$ cat config.mk
export PLATFORM = sky130hd
export DESIGN_NAME = lane_dist_ts
export DESIGN_NICKNAME = d
export VERILOG_FILES = /design/src/rtl/lane_dist_ts_pkg.sv /design/src/rtl/lane_dist_seq.sv /design/src/rtl/lane_dist_buf.sv /design/src/rtl/lane_dist_stamp.sv /design/src/rtl/lane_dist_ts.sv
export SDC_FILE = /design/constraint.sdc
export NUM_CORES = 1
export LEC_CHECK = 0
export BUFFER_PORTS_ARGS = -buffer_cell sky130_fd_sc_hd__buf_2
export CAP_MARGIN = 20
export CELL_PAD_IN_SITES_DETAIL_PLACEMENT = 1
export CELL_PAD_IN_SITES_GLOBAL_PLACEMENT = 1
export CORE_ASPECT_RATIO = 0.7
export CORE_UTILIZATION = 44
export DETAILED_ROUTE_END_ITERATION = 8
export PLACE_DENSITY = 0.84
export SYNTH_ARGS = -nofsm -noshare
export SYNTH_HDL_FRONTEND = slang
export SYNTH_SLANG_ARGS = --single-unit
$ cat constraint.sdc
create_clock -name clk_i -period 5.2 [get_ports clk_i]
set_input_delay 1.04 -clock clk_i [delete_from_list [all_inputs] [get_ports clk_i]]
set_output_delay 1.04 -clock clk_i [all_outputs]
set_load 0.05 [all_outputs]
$ cat src/rtl/lane_dist_ts_pkg.sv
package lane_dist_ts_pkg;
  typedef enum logic {
    TS_MODE_LANE  = 1'b0,
    TS_MODE_CONST = 1'b1
  } ts_mode_e;
endpackage

$ cat src/rtl/lane_dist_seq.sv
module lane_dist_seq #(
  parameter int NUM_LANES = 4,
  localparam int LANE_W = $clog2(NUM_LANES)
) (
  input  logic              clk_i,
  input  logic              rst_ni,
  input  logic              valid_i,
  output logic [LANE_W-1:0] pos_o,
  output logic              accept_o,
  output logic              launch_o
);
  localparam logic [LANE_W-1:0] LAST = LANE_W'(NUM_LANES - 1);
  logic [LANE_W-1:0] pos_q;

  assign accept_o = valid_i;
  assign launch_o = valid_i && (pos_q == LAST);
  assign pos_o    = pos_q;

  always_ff @(posedge clk_i or negedge rst_ni) begin
    if (!rst_ni)       pos_q <= '0;
    else if (launch_o) pos_q <= '0;
    else if (accept_o) pos_q <= pos_q + 1'b1;
  end
endmodule

$ cat src/rtl/lane_dist_buf.sv
module lane_dist_buf #(
  parameter int NUM_LANES = 4,
  parameter int CW_W      = 66,
  localparam int LANE_W = $clog2(NUM_LANES)
) (
  input  logic                      clk_i,
  input  logic                      rst_ni,
  input  logic                      accept_i,
  input  logic                      launch_i,
  input  logic [LANE_W-1:0]         pos_i,
  input  logic [CW_W-1:0]           data_i,
  output logic [NUM_LANES*CW_W-1:0] lanes_o,
  output logic                      lane_valid_o
);
  logic [NUM_LANES*CW_W-1:0] lanes_q;
  logic                      valid_q;

  for (genvar k = 0; k < NUM_LANES; k++) begin : g_lane
    if (k < NUM_LANES - 1) begin : g_wait
      // waiting slot: held until the last lane arrives
      logic [CW_W-1:0] slot_q;
      always_ff @(posedge clk_i or negedge rst_ni) begin
        if (!rst_ni) slot_q <= '0;
        else if (accept_i && pos_i == LANE_W'(k)) slot_q <= data_i;
      end
      always_ff @(posedge clk_i or negedge rst_ni) begin
        if (!rst_ni)       lanes_q[k*CW_W +: CW_W] <= '0;
        else if (launch_i) lanes_q[k*CW_W +: CW_W] <= slot_q;
      end
    end else begin : g_last
      always_ff @(posedge clk_i or negedge rst_ni) begin
        if (!rst_ni)       lanes_q[k*CW_W +: CW_W] <= '0;
        else if (launch_i) lanes_q[k*CW_W +: CW_W] <= data_i;
      end
    end
  end

  always_ff @(posedge clk_i or negedge rst_ni) begin
    if (!rst_ni) valid_q <= 1'b0;
    else         valid_q <= launch_i;
  end

  assign lanes_o      = lanes_q;
  assign lane_valid_o = valid_q;
endmodule

$ cat src/rtl/lane_dist_stamp.sv
module lane_dist_stamp
  import lane_dist_ts_pkg::*;
#(
  parameter int NUM_LANES    = 4,
  parameter int TS_W         = 32,
  parameter int WAIT_W       = 16,
  parameter int CLK_NS       = 4,
  parameter int CONST_OFS_NS = 6,
  localparam int LANE_W = $clog2(NUM_LANES)
) (
  input  logic              clk_i,
  input  logic              rst_ni,
  input  logic              accept_i,
  input  logic              launch_i,
  input  logic [LANE_W-1:0] pos_i,
  input  logic              tsp_i,
  input  logic [TS_W-1:0]   time_i,
  input  ts_mode_e          mode_i,
  output logic              ts_valid_o,
  output logic [LANE_W-1:0] ts_lane_o,
  output logic [TS_W-1:0]   ts_o
);
  logic              pend_q;
  logic [TS_W-1:0]   base_q;
  logic [LANE_W-1:0] lane_q;
  logic [WAIT_W-1:0] wait_q;

  logic              emit;
  logic [TS_W-1:0]   emit_base, emit_wait, emit_ts;
  logic [LANE_W-1:0] emit_lane;

  always_comb begin
    emit      = launch_i && (pend_q || tsp_i);
    emit_base = pend_q ? base_q : time_i;
    emit_lane = pend_q ? lane_q : pos_i;
    // the launch edge itself counts as one more cycle of waiting
    emit_wait = pend_q ? TS_W'(wait_q) + 1'b1 : '0;
    if (mode_i == TS_MODE_CONST) emit_ts = emit_base + TS_W'(CONST_OFS_NS);
    else                         emit_ts = emit_base + emit_wait * TS_W'(CLK_NS);
  end

  always_ff @(posedge clk_i or negedge rst_ni) begin
    if (!rst_ni) begin
      pend_q <= 1'b0;
      base_q <= '0;
      lane_q <= '0;
      wait_q <= '0;
    end else if (launch_i) begin
      pend_q <= 1'b0;
    end else begin
      if (pend_q && wait_q != '1) wait_q <= wait_q + 1'b1;
      if (accept_i && tsp_i && !pend_q) begin
        pend_q <= 1'b1;
        base_q <= time_i;
        lane_q <= pos_i;
        wait_q <= '0;
      end
    end
  end

  always_ff @(posedge clk_i or negedge rst_ni) begin
    if (!rst_ni) begin
      ts_valid_o <= 1'b0;
      ts_lane_o  <= '0;
      ts_o       <= '0;
    end else begin
      ts_valid_o <= emit;
      if (emit) begin
        ts_lane_o <= emit_lane;
        ts_o      <= emit_ts;
      end
    end
  end
endmodule

$ cat src/rtl/lane_dist_ts.sv
module lane_dist_ts
  import lane_dist_ts_pkg::*;
#(
  parameter int NUM_LANES    = 4,
  parameter int CW_W         = 66,
  parameter int TS_W         = 32,
  parameter int WAIT_W       = 16,
  parameter int CLK_NS       = 4,
  parameter int CONST_OFS_NS = ((NUM_LANES - 1) * CLK_NS + 1) / 2,
  localparam int LANE_W = $clog2(NUM_LANES)
) (
  input  logic                      clk_i,
  input  logic                      rst_ni,
  input  logic                      cw_valid_i,
  input  logic [CW_W-1:0]           cw_data_i,
  input  logic                      cw_tsp_i,
  input  logic [TS_W-1:0]           time_i,
  input  logic                      mode_const_i,
  output logic                      lane_valid_o,
  output logic [NUM_LANES*CW_W-1:0] lanes_o,
  output logic                      ts_valid_o,
  output logic [LANE_W-1:0]         ts_lane_o,
  output logic [TS_W-1:0]           ts_o
);
  logic [LANE_W-1:0] pos;
  logic              accept, launch;
  ts_mode_e          mode;

  assign mode = mode_const_i ? TS_MODE_CONST : TS_MODE_LANE;

  lane_dist_seq #(.NUM_LANES(NUM_LANES)) u_seq (
    .clk_i    (clk_i),
    .rst_ni   (rst_ni),
    .valid_i  (cw_valid_i),
    .pos_o    (pos),
    .accept_o (accept),
    .launch_o (launch)
  );

  lane_dist_buf #(.NUM_LANES(NUM_LANES), .CW_W(CW_W)) u_buf (
    .clk_i        (clk_i),
    .rst_ni       (rst_ni),
    .accept_i     (accept),
    .launch_i     (launch),
    .pos_i        (pos),
    .data_i       (cw_data_i),
    .lanes_o      (lanes_o),
    .lane_valid_o (lane_valid_o)
  );

  lane_dist_stamp #(
    .NUM_LANES(NUM_LANES), .TS_W(TS_W), .WAIT_W(WAIT_W),
    .CLK_NS(CLK_NS), .CONST_OFS_NS(CONST_OFS_NS)
  ) u_stamp (
    .clk_i      (clk_i),
    .rst_ni     (rst_ni),
    .accept_i   (accept),
    .launch_i   (launch),
    .pos_i      (pos),
    .tsp_i      (cw_tsp_i),
    .time_i     (time_i),
    .mode_i     (mode),
    .ts_valid_o (ts_valid_o),
    .ts_lane_o  (ts_lane_o),
    .ts_o       (ts_o)
  );
endmodule

After elaboration in Yosys (flattened, before gate mapping) --
Index checks and enable logic that the tools add are counted.
Word-level totals: bits of input ports 103, output and inout bits 300, logic and storage cells 53, register bits 551
Cells by class: mux-type cells 11, equality and inequality tests 4, $add $sub $neg 5, bitwise operators 1, reduce and logical (&&, ||, !) cells 16
Operator list (count):
- two-way mux 32 bit | 2
- adder 32 x 3 -> 32 bit, second input constant | 1
- adder 32 bit | 1
- two-way mux 16 bit | 2
- two-way mux 30 bit | 1
- adder 16 x 1 -> 17 bit, second input constant | 1
- adder 16 x 1 -> 16 bit, second input constant | 1
- inequality test 16 bit, second input constant | 1
- logical AND 1 bit | 8
- two-way mux 2 bit | 3
- nonzero test 2 bit | 3
- equality test 2 bit, second input constant | 2
- AND reduction 2 bit | 2
- two-way mux 1 bit | 3
- adder 2 x 1 -> 2 bit, second input constant | 1
- equality test 2 x 1 -> 1 bit, second input constant | 1
- logical NOT 2 bit | 1
- logical NOT 1 bit | 1
- logical OR 1 bit | 1
- NOT 1 bit | 1

Logic depth before layout (Yosys ltp) --
word-level depth 4, depth in mapped cells 19, gate-level depth less buffers 16

By module --
A second synthesis with hierarchy kept.
Second synthesis, totals: cell total of the unflattened synthesis 1629, area, all modules 23124.7 sq um
By module, submodules not included:
- lane_dist_buf | area each 17111.4 sq um, seq. area each 11586.1 sq um, times used 1, cells an instance 978
- lane_dist_stamp | area each 5909.4 sq um, seq. area each 2152.1 sq um, times used 1, cells an instance 643
- lane_dist_seq | area each 103.8 sq um, seq. area each 50.0 sq um, times used 1, cells an instance 8

Least setup slack after synthesis --
No wires, ideal clock.
path kind flip-flop to flip-flop, from reg u_stamp.pend_q, to reg u_stamp.ts_o[20], setup slack 0.700 ns, library setup time 0.083 ns, data required time 5.117 ns, buffers on the path 7, cell stages (with the launch flop) 20, arrival 4.418 ns, clock period less this slack 4.500 ns, path through dfrtp_1 -> buf_6 -> buf_12 -> buf_6 -> buf_2 -> buf_2 -> buf_1 -> buf_1 -> mux2i_1 -> inv_1 -> ha_1 -> fa_1 -> a211oi_1 -> o31a_2 -> a211oi_2 -> o41a_2 -> a221oi_4 -> nor3_1 -> xor2_1 -> o21ai_0
On the way: word-level cells in the longest chain between the ends 3, elaborated cells on any way between the ends 7, those cells by class add/sub (2); mux (3); reduce/logical (2)
RTL lines:
- start, declared | RTL line lane_dist_stamp.sv:23 | logic pend_q;
- start signal, assigned | RTL line lane_dist_stamp.sv:44 | pend_q <= 1'b0;
- start signal, assigned | RTL line lane_dist_stamp.sv:49 | pend_q <= 1'b0;
- start signal, assigned | RTL line lane_dist_stamp.sv:53 | pend_q <= 1'b1;
- two-way mux 32 bit or two-way mux 30 bit (tied branches) | RTL line lane_dist_stamp.sv:34, lane_dist_stamp.sv:37
- adder 32 bit or adder 32 x 3 -> 32 bit (tied branches) | RTL line lane_dist_stamp.sv:39, lane_dist_stamp.sv:38
- two-way mux 32 bit | RTL line lane_dist_stamp.sv:38 | if (mode_i == TS_MODE_CONST) emit_ts = emit_base + TS_W'(CONST_OFS_NS);
- end signal, assigned | RTL line lane_dist_stamp.sv:70 | ts_o <= emit_ts;
- end, declared | RTL line lane_dist_stamp.sv:21 | output logic [TS_W-1:0] ts_o
Parallel ways exist; a longest one is shown, timed or not. A chain may end at the register's enable or synchronous reset.

Final worst setup path --
from reg u_stamp.wait_q[2], to reg u_stamp.ts_o[26]
On the way: word-level cells in the longest chain between the ends 4
RTL lines:
- start, declared | RTL line lane_dist_stamp.sv:26 | logic [WAIT_W-1:0] wait_q;
- start signal, assigned | RTL line lane_dist_stamp.sv:51 | if (pend_q && wait_q != '1) wait_q <= wait_q + 1'b1;
- adder 16 x 1 -> 17 bit | RTL line lane_dist_stamp.sv:37 | emit_wait = pend_q ? TS_W'(wait_q) + 1'b1 : '0;
- two-way mux 30 bit | RTL line lane_dist_stamp.sv:37
- adder 32 bit | RTL line lane_dist_stamp.sv:39 | else emit_ts = emit_base + emit_wait * TS_W'(CLK_NS);
- two-way mux 32 bit | RTL line lane_dist_stamp.sv:38
Every way passes these cells.

==> key figures <==
Drt
  – Initial DRC Count: approximately 1.1k
  – Post-route ant nets: 0
  – DR WL/cell: 21.21 um
  – Drt total wl: about 69 mm
  – Highest metal used: met5
  – Post-DR vias/cell: ~5.3
  – Met2 wire length: between 30 and 40 mm
  – Initial DRT Pass Iterations: 5
  – Met1 WL: 29.95 mm
  – Drt drc: 0
  – Met3 wire length: approximately 4.2 mm
  – Total number of vias: between 15k and 20k

Clock network
  – Hold buffers post-CTS: 0
  – Number of setup buffers added after CTS: 0
  – Worst-skew pair later-pin latency: 0.61 ns
  – Worst-path clk slew: roughly 0.070 ns
  – Clock sinks: ~550
  – CTS Buf Count: 53
  – Longest Clk Path Bufs: 3
  – H-tree lvl count: 2
  – CTS tree: built
  – Post-CTS Resized: 0
  – CTS root buffer: clkbuf_16

STA
  – Fmax: roughly 230 MHz
  – Final worst slack: roughly 0.94 ns
  – Final period utilization: between 80% and 90%
  – Slew Viols, Final: 0
  – Final TNS setup: 0 ns
  – Clock skew: 0.02017 ns
  – Worst-Margin Slew: 0.9610 ns
  – Slew HR: a little over a third
  – Final hold vios: 0
  – Period minus WS final: roughly 4.3 ns
  – Unrepaired setup endpoints after global routing: false
  – # setup viols final: 0

GRT
  – Pin count of the biggest net entering global routing: 155
  – Global-route wire length before repair: ~110 mm
  – Global Route Usage Sum: a little over a quarter
  – Initial antenna violation count: 4
  – Total gr overflow: 0
  – Vias in the first global route: between 15k and 20k

Place
  – HPWL Detailed: 46.47 mm
  – Pre-CTS setup slack: 0.8763 ns
  – Port Buf Inserts: between 400 and 500
  – Placed insts: 3172
  – Routability cong.: ~0.9

Setup path
  – Setup crit end kind: flop
  – Reg2Reg Setup Slack: approximately 0.94 ns
  – Crit-path cells: and3_1 > and3_1 > and3_1 > and3_1 > nand3_1 > xnor2_1 > and2_1 > ha_1 > a21o_1 > a21oi_1 > o21ai_0 > a221oi_4 > nor4b_1 > xor2_1 > o21ai_0
  – Worst Path Arrival: 4.70 ns
  – Slowest CP cell: o21ai_0
  – Most used cell, CP: and3_1
  – CP Class: reg2reg
  – CP Launch Type: flop
  – Crit Path Max Fanout: 9
  – CP max stage delay: 0.46 ns
  – CP required: ~5.6 ns

Logic synthesis
  – Yosys top cell by area: dfrtp_1
  – Synth top area share: 59.53%
  – Synthesized area: about 23000 um2
  – Syn nets: about 2.3k
  – FF+latch count, synth: roughly 550
  – Most used DFF post-synth: dfrtp_1
  – Async SR Flop Fraction: 100.0%
  – Warnings from Yosys: 0
  – Synthesized area per cell: 10.58 um2
  – EDFF count, synth: 0
  – Seq/Total Area, Yosys: around three fifths
  – Library cells used by synthesis: 75
  – Top cells by area, synth: dfrtp_1 (60%), nand2_1 (14%), mux2_2 (12%)
  – Count leader, synth: nand2_1
  – Gate Count Post-Synth: between 2k and 2.5k
  – Synth top cells by count: nand2_1 (882), dfrtp_1 (551), mux2_2 (241)

Floorplan
  – Placeable Area: slightly above 50000 um2
  – Initial Utilization: a little under half
  – Row count: 69
  – Die Y: about 190 um
  – Overall die width: approximately 280 um
  – Die ar.: around 54000 um2
  – Io pins: around 400

Cells and area
  – Final Instance Count excl. Fillers: around 3.3k
  – NumNets Final: 2680
  – Share of cells above drive strength 1: approximately 30%
  – P&R area growth vs syn: 19.54%
  – Antenna Cells: 0
  – FILL cells: between 5k and 6k
  – Fin util: a little over half

Power
  – Power density over the cells: roughly 760 nW/um2
  – Internal power: approximately 11 mW
  – Switching share of total power: between 40 and 50%
  – Worst VDD drop: around 0.00044 V
  – Comb pwr share: 45.2%
  – NetSw: 9.821 mW
  – Clock Power Share: about 19%
  – Sequential share of power: between 30% and 40%
  – Leak Pwr: 14.29 nW

Min path
  – Worst Hold Class: in2async

Outcome
  – Status: finished, final reports clean

Flow run
  – Max-Cap Viols: 0
==> area by class of cell <==
class | instances | area [um2] | area share [%]
sequential | 551 | 13790 | 49.80
clock buffer | 76 | 1563 | 5.644
inverter | 14 | 60.06 | 0.2169
timing repair buffer | 420 | 2232 | 8.061
tap | 674 | 843.3 | 3.046
multi-input combinational | 1513 | 8917 | 32.21
clock inverter | 21 | 284.0 | 1.026
==> per-layer routing <==
| layer | vias to the layer above | GRT usage [%] |
|---|---|---|
| met3 | 145 | 6.350 |
| li1 | 7895 | - |
| met1 | 8882 | 34.37 |
| met5 | - | 0.1768 |
| met4 | 8 | 9.621 |
| met2 | 411 | 42.17 |
==> per-stage QoR <==
step | total power [mW] | hold slack [ns] | instance area (um2)
floorplan | 14.29 | 0.4331 | 23160
global placement | 16.54 | 0.4392 | 25840
detailed placement | 17.07 | 0.4494 | 25840
CTS | 21.33 | 0.4667 | 27690
global route | 22.28 | 0.4812 | 27690
finish | 21.18 | 0.4610 | 27690
==> path summary, 6_finish.rpt <==
check / from / cells after the start / to
max: u_stamp.wait_q[2]$_DFFE_PN0P_ / 15 / u_stamp.ts_o[26]$_DFFE_PN0P_
min: rst_ni / 1 / u_stamp.base_q[14]$_DFFE_PN0P_
max reg2reg: u_stamp.wait_q[2]$_DFFE_PN0P_ / 15 / u_stamp.ts_o[26]$_DFFE_PN0P_
min reg2reg: u_buf.g_lane[0].g_wait.slot_q[9]$_DFFE_PN0P_ / 2 / u_buf.lanes_o[9]$_DFFE_PN0P_
max in group asynchronous: rst_ni / 2 / u_buf.lanes_o[240]$_DFFE_PN0P_
min in group clk_i: u_buf.g_lane[0].g_wait.slot_q[9]$_DFFE_PN0P_ / 2 / u_buf.lanes_o[9]$_DFFE_PN0P_
==> power by group through the flow <==
stage	Combinational (mW)	Sequential, mW	Clock, mW
3_3_place_gp	9.21	7.33	0
2_1_floorplan	3.49	10.8	0
5_1_grt	10.2	7.74	4.35
3_5_place_dp	9.56	7.51	0
4_1_cts	9.64	7.49	4.20
6_report	9.57	7.50	4.11
==> cells by family (layout without fill, tap and decap cells) <==
group / after synthesis / in the layout / share of synthesized area, %
buffers and inverters: 126 / 531 / 2.215
adders and majority gates: 24 / 24 / 1.329
xor gates and xnor gates: 48 / 48 / 1.815
AOI/OAI and AO/OA: 171 / 171 / 4.964
and+or+nand+nor: 1012 / 1012 / 17.70
muxes: 258 / 258 / 12.45
DFF: 551 / 551 / 59.53
==> sequential cells by signal, summed over array words and instances, names as in the netlist <==
| signal | cells |
|---|---|
| u_buf.g_lane.g_wait.slot_q | 198 |
| u_buf.lane_valid_o | 1 |
| u_buf.lanes_o | 264 |
| u_seq.pos_o | 2 |
| u_stamp.base_q | 32 |
| u_stamp.lane_q | 2 |
| u_stamp.pend_q | 1 |
| u_stamp.ts_lane_o | 2 |
| u_stamp.ts_o | 32 |
| u_stamp.ts_valid_o | 1 |
| u_stamp.wait_q | 16 |
==> layout by cell type (no fill, tap or decap), types with 6 or more instances in the layout <==
cell type and count:
nand2_1 878, o21ai_0 61, a21o_1 10, ha_1 23
nor3_1 9, clkinv_2 9, clkbuf_16 53, mux2i_1 17
bufinv_16 6, xnor2_1 24, clkbuf_8 15, nand3_1 17
xor2_1 24, a21oi_1 34, buf_12 6, mux2_2 241
dfrtp_1 550, buf_2 401, o31ai_1 8, nor2_1 35
and2_1 17, inv_1 12, nor2b_1 8, and3_1 11
buf_4 12, o21a_1 7, clkbuf_1 8
==> critical path, delay by kind of cell, from the launching register on <==
| family | cells | cell delay [ns] |
|---|---|---|
| adders and majority gates | 1 | 0.43 |
| and+or+nand+nor | 7 | 1.84 |
| xor gates and xnor gates | 2 | 0.34 |
| AOI/OAI and AO/OA | 5 | 1.05 |
| DFF | 1 | 0.44 |
Power figures use the tool's default switching activity.
